<file path="src/rtl/mlt_pkg.sv">
package mlt_pkg;

    localparam int MAC_W = 48;
    localparam int NPORT = 2;
    localparam int CRC_W = 8;
    localparam logic [CRC_W-1:0] CRC_POLY = 8'h07;
    localparam int GROUP_BIT = 40;

    typedef logic [MAC_W-1:0] mac_t;

    typedef struct packed {
        logic vld;
        mac_t mac;
        logic port;
    } entry_t;

    typedef struct packed {
        logic port;
        mac_t dst;
        mac_t src;
    } lookup_t;

    typedef enum logic {
        ACT_DROP = 1'b0,
        ACT_FWD  = 1'b1
    } act_e;

    // Bitwise CRC, most significant address bit shifted in first
    function automatic logic [CRC_W-1:0] mac_crc(mac_t a);
        logic [CRC_W-1:0] c;
        logic fb;
        c = '0;
        for (int i = MAC_W - 1; i >= 0; i--) begin
            fb = c[CRC_W-1] ^ a[i];
            c  = {c[CRC_W-2:0], 1'b0};
            if (fb) c = c ^ CRC_POLY;
        end
        return c;
    endfunction

    function automatic logic is_group(mac_t a);
        return a[GROUP_BIT];
    endfunction

endpackage

</file>
<file path="src/rtl/mlt_rr_arb.sv">
module mlt_rr_arb
    import mlt_pkg::*;
(
    input  logic             clk,
    input  logic             rst,
    input  logic [NPORT-1:0] req,
    output logic [NPORT-1:0] gnt
);

    // last = index of the port granted most recently
    logic last_q;

    always_comb begin
        if (req == 2'b11) begin
            gnt = last_q ? 2'b01 : 2'b10;
        end else begin
            gnt = req;
        end
    end

    always_ff @(posedge clk) begin
        if (rst) begin
            last_q <= 1'b1;
        end else if (|gnt) begin
            last_q <= gnt[1];
        end
    end

endmodule

</file>
<file path="src/rtl/mlt_hash.sv">
module mlt_hash
    import mlt_pkg::*;
#(
    parameter int IDX_W = 6
) (
    input  mac_t             mac,
    output logic [IDX_W-1:0] idx
);

    assign idx = IDX_W'(mac_crc(mac));

endmodule

</file>
<file path="src/rtl/mlt_table_ram.sv">
module mlt_table_ram
    import mlt_pkg::*;
#(
    parameter int IDX_W = 6
) (
    input  logic             clk,
    input  logic             rst,
    input  logic             re,
    input  logic [IDX_W-1:0] raddr,
    output entry_t           rdata,
    input  logic             we,
    input  logic [IDX_W-1:0] waddr,
    input  entry_t           wdata
);

    localparam int DEPTH = 1 << IDX_W;

    logic [DEPTH-1:0] vld_q;
    mac_t             mac_q  [DEPTH];
    logic             port_q [DEPTH];

    always_ff @(posedge clk) begin
        if (rst) begin
            vld_q <= '0;
        end else if (we) begin
            vld_q[waddr] <= 1'b1;
        end
    end

    always_ff @(posedge clk) begin
        if (we) begin
            mac_q[waddr]  <= wdata.mac;
            port_q[waddr] <= wdata.port;
        end
    end

    // Registered read; a write to the same slot in the same cycle is passed through
    always_ff @(posedge clk) begin
        if (rst) begin
            rdata <= '0;
        end else if (re) begin
            if (we && (waddr == raddr)) begin
                rdata <= wdata;
            end else begin
                rdata.vld  <= vld_q[raddr];
                rdata.mac  <= mac_q[raddr];
                rdata.port <= port_q[raddr];
            end
        end
    end

endmodule

</file>
<file path="src/rtl/mlt_learn_table.sv">
module mlt_learn_table
    import mlt_pkg::*;
#(
    parameter int IDX_W = 6
) (
    input  logic                   clk,
    input  logic                   rst,
    input  logic [NPORT-1:0]       req_valid,
    input  logic [NPORT*MAC_W-1:0] req_dst,
    input  logic [NPORT*MAC_W-1:0] req_src,
    output logic [NPORT-1:0]       req_grant,
    output logic                   rsp_valid,
    output logic                   rsp_port,
    output logic                   rsp_fwd,
    output logic                   rsp_known
);

    mac_t in_dst [NPORT];
    mac_t in_src [NPORT];

    for (genvar gi = 0; gi < NPORT; gi++) begin : g_unpack
        assign in_dst[gi] = req_dst[gi*MAC_W +: MAC_W];
        assign in_src[gi] = req_src[gi*MAC_W +: MAC_W];
    end

    // Arbitration
    mlt_rr_arb u_arb (
        .clk (clk),
        .rst (rst),
        .req (req_valid),
        .gnt (req_grant)
    );

    logic    win_port;
    logic    win_any;
    lookup_t win_req;

    assign win_any  = |req_grant;
    assign win_port = req_grant[1];
    assign win_req  = '{port: win_port, dst: in_dst[win_port], src: in_src[win_port]};

    // Stage 1: granted request held while the table read completes
    lookup_t s1_q;
    logic    s1_vld_q;

    always_ff @(posedge clk) begin
        if (rst) begin
            s1_vld_q <= 1'b0;
            s1_q     <= '0;
        end else begin
            s1_vld_q <= win_any;
            if (win_any) s1_q <= win_req;
        end
    end

    logic [IDX_W-1:0] rd_idx;
    logic [IDX_W-1:0] wr_idx;
    entry_t           rd_ent;
    entry_t           wr_ent;

    mlt_hash #(.IDX_W(IDX_W)) u_hash_dst (
        .mac (win_req.dst),
        .idx (rd_idx)
    );

    mlt_hash #(.IDX_W(IDX_W)) u_hash_src (
        .mac (s1_q.src),
        .idx (wr_idx)
    );

    assign wr_ent = '{vld: 1'b1, mac: s1_q.src, port: s1_q.port};

    mlt_table_ram #(.IDX_W(IDX_W)) u_ram (
        .clk   (clk),
        .rst   (rst),
        .re    (win_any),
        .raddr (rd_idx),
        .rdata (rd_ent),
        .we    (s1_vld_q),
        .waddr (wr_idx),
        .wdata (wr_ent)
    );

    // Decision
    logic hit;
    act_e act;

    always_comb begin
        hit = rd_ent.vld && (rd_ent.mac == s1_q.dst);
        if (!is_group(s1_q.dst) && hit && (rd_ent.port == s1_q.port)) begin
            act = ACT_DROP;
        end else begin
            act = ACT_FWD;
        end
    end

    always_ff @(posedge clk) begin
        if (rst) begin
            rsp_valid <= 1'b0;
            rsp_port  <= 1'b0;
            rsp_fwd   <= 1'b0;
            rsp_known <= 1'b0;
        end else begin
            rsp_valid <= s1_vld_q;
            if (s1_vld_q) begin
                rsp_port  <= s1_q.port;
                rsp_fwd   <= (act == ACT_FWD);
                rsp_known <= hit;
            end
        end
    end

endmodule

</file>
<file path="config.mk">
export PLATFORM = sky130hd
export DESIGN_NAME = mlt_learn_table
export DESIGN_NICKNAME = d
export VERILOG_FILES = /design/src/rtl/mlt_pkg.sv /design/src/rtl/mlt_rr_arb.sv /design/src/rtl/mlt_hash.sv /design/src/rtl/mlt_table_ram.sv /design/src/rtl/mlt_learn_table.sv
export SDC_FILE = /design/constraint.sdc
export NUM_CORES = 2
export LEC_CHECK = 0
export BUFFER_PORTS_ARGS = -buffer_cell sky130_fd_sc_hd__buf_2
export CAP_MARGIN = 30
export CORE_UTILIZATION = 30
export CTS_BUF_LIST = sky130_fd_sc_hd__clkbuf_4 sky130_fd_sc_hd__clkbuf_8
export DETAILED_ROUTE_END_ITERATION = 6
export MAX_ROUTING_LAYER = met4
export PLACE_DENSITY = 0.53
export SLEW_MARGIN = 20
export SYNTH_ARGS = -nofsm -noshare
export SYNTH_HDL_FRONTEND = slang
export SYNTH_SLANG_ARGS = --single-unit
</file>
<file path="constraint.sdc">
create_clock -name clk -period 13.9 [get_ports clk]
set_input_delay 2.085 -clock clk [delete_from_list [all_inputs] [get_ports clk]]
set_output_delay 2.085 -clock clk [all_outputs]
set_load 0.005 [all_outputs]
</file>
==> reports/metrics.yaml <==
floorplan:
  start_util_pct: 30.17
  core.rowCount: 245
  dieArea_mm2: 0.4509
  die_y_um: 671.5
  io-pin-count: 202
  design.core.area_mm2: 0.4457
  chipWidth_um: 671.5
logic_synthesis:
  synth_edf_count: 3136
  yosys.area.top_type: "edfxtp_1"
  synthTopCellsByArea: "edfxtp_1 70%, nand2_1 6.1%, mux4_2 4.1%"
  syn_avg_cell_area_um2: 14.50
  syn_nets: 9467
  yosysSeqAreaShare_pct: 73.26
  yosys_warnings: 0
  synthesis.area_mm2: 0.1345
  ys_async_sr_fraction_pct: 0
  ys.flop_type: "edfxtp_1"
  yosysTopAreaCellShare_pct: 70.03
  ys_ff_latch: 3353
  synth_cells: 9271
  synth_cell_type_count: 63
clock_network:
  clk_latency_ps: 1210
  cts.clk_slew.worst_paths_ps: 60
  root_buffer: "clkbuf_8"
  htree_levels: 6
  cts.sinks: 3353
  cts_hold_buf: 0
  cts_buffers: 558
  cts_tree: "yes"
  post_cts_buffers: 0
  clockBufferDepth: 4
  cts-resized-gates: 0
global_routing:
  grt_pass1_vias: 83380
  grt_max_degree: 190
  antenna_found_initial: 19
  track_usage_pct: 20.68
  grt_pass1_wl_um: 649500
  overflow: 0
worst_hold_path:
  whs_path_depth: 2
  min_path_type: "reg -> reg"
routing:
  wirelength_um: 468500
  vias: 86520
  vias_per_cell: 5.371
  first_iter_violations: 10960
  dr.pass1.iters: 7
  post-route-drc-count: 4
  wl_per_cell_um: 29.09
  final_antenna_net_count: 0
timing:
  period_needed_ps: 8419
  slew-limit-headroom_pct: 22.77
  skew_ps: 83.52
  fmax_ghz: 0.1188
  setup_viol: 0
  timing.setup.tns_ps: 0
  worst_slack_ps: 5481
  rsz0062_at_grt: "no"
  hold_viol: 0
  post-route-period-util_pct: 60.57
  holdWs_ps: 472.4
  max_slew.worst_pin.slew_ps: 1158
  drv_slew: 0
finish:
  layout_commonest_cell: "edfxtp_1"
  area_growth_pct: 15.47
  drive_gt1_share_pct: 17.61
  mostFrequentLayoutCells: "3,136 x edfxtp_1, 2,190 x nand2_1, 778 x nand3_1"
  fin_nets: 9918
critical_path:
  crit_fanout: 90
  cp-start-kind: "primary input"
  crit_path_end_kind: "register"
  arrival_ps: 9500
  worstSetupPathType: "in -> reg"
  reg2reg_depth: 13
  cp.required_ps: 14980
outcome:
  status: "finished with violations"
  violations: "design-rule violations"
placed_design:
  place_ws_ps: 4380
  place.detailed.hpwl_um: 262800
  routabilityCongestion: 0.8967
  portBuffers: 201
job:
  drv_cap: 0
routing by layer:
layer / global-route usage (%) / up-vias / part of all wire, %
met2: 31.50 / 4712 / 45
met3: 4.660 / 932 / 10
li1: - / 36050 / -
met1: 26.99 / 44830 / 40
met4: 7.750 / 0 / 4.1
met5: - / - / 0
logic make-up after synthesis:
| logic type | share of synthesized area (%) |
|---|---|
| compound gates | 5.310 |
| xor+xnor | 2.769 |
| buf+inv | 1.841 |
| flops | 73.26 |
| mux | 5.479 |
| simple gates | 11.34 |
cells in the mapped netlist (42+ instances only):
master,number
a32oi_1,77
a311oi_1,249
dfxtp_1,217
a211oi_1,61
nor2_1,350
clkbuf_1,397
and3_1,179
xnor3_1,53
nand2_1,2193
edfxtp_1,3136
buf_2,125
buf_1,80
a221oi_1,57
nor3_1,42
xor2_1,96
a21oi_1,194
xnor2_1,150
a31oi_1,86
mux4_2,245
a22o_1,63
nand3_1,778
mux2i_1,180
layout make-up:
class | count | area [um2]
Antenna cell | 18 | 45.04
Sequential cell | 3353 | 98580
Tap cell | 5928 | 7417
Clock inverter | 215 | 1451
Fill cell | 42730 | 290400
Clock buffer | 785 | 9553
Timing Repair Buffer | 497 | 3963
Multi-Input combinational cell | 5305 | 34240
Inverter | 7 | 28.78
registers in the layout, indices dropped and copies added (netlist names):
| name | flops |
|---|---|
| rsp_known | 1 |
| u_arb.last_q | 1 |
| rsp_port | 1 |
| u_ram.mac_q | 3072 |
| u_ram.rdata | 50 |
| rsp_fwd | 1 |
| u_ram.vld_q | 64 |
| s1_vld_q | 1 |
| s1_q | 97 |
| rsp_valid | 1 |
| u_ram.port_q | 64 |
worst paths after layout:
kind / from / end / slack (ps)
max: req_valid[0] / u_ram.rdata[12] / 5480
max reg2reg: s1_q[42] / u_ram.mac_q[24][7] / 6140
min: u_ram.vld_q[3] / u_ram.vld_q[3] / 470
min reg2reg: u_ram.vld_q[3] / u_ram.vld_q[3] / 470
critical path, stage by stage:
cell      delay (ps)
buf_2            140
nand2_1          110
nand2_4          480
buf_4            750
mux2i_1          480
xor2_1           380
xnor3_1          510
xnor2_1          770
xnor2_4          210
buf_12           570
buf_4            630
xnor2_1          210
mux2_2           780
nor3_1           140
o31ai_1          650
nand3_1          190
a211oi_1         230
per-stage QoR:
step | utilization, % | cell area [um2] | cells
4_1_cts | 34.80 | 155100 | 16090
2_1_floorplan | - | 134500 | 9271
3_3_place_gp | 32.20 | 143500 | 15060
5_1_grt | 34.83 | 155300 | 16100
3_5_place_dp | 32.33 | 144100 | 15090
6_report | 34.84 | 155300 | 16110
Power is not shown: default switching activity piles up to over one toggle a cycle in this logic, so the estimate is an artifact.
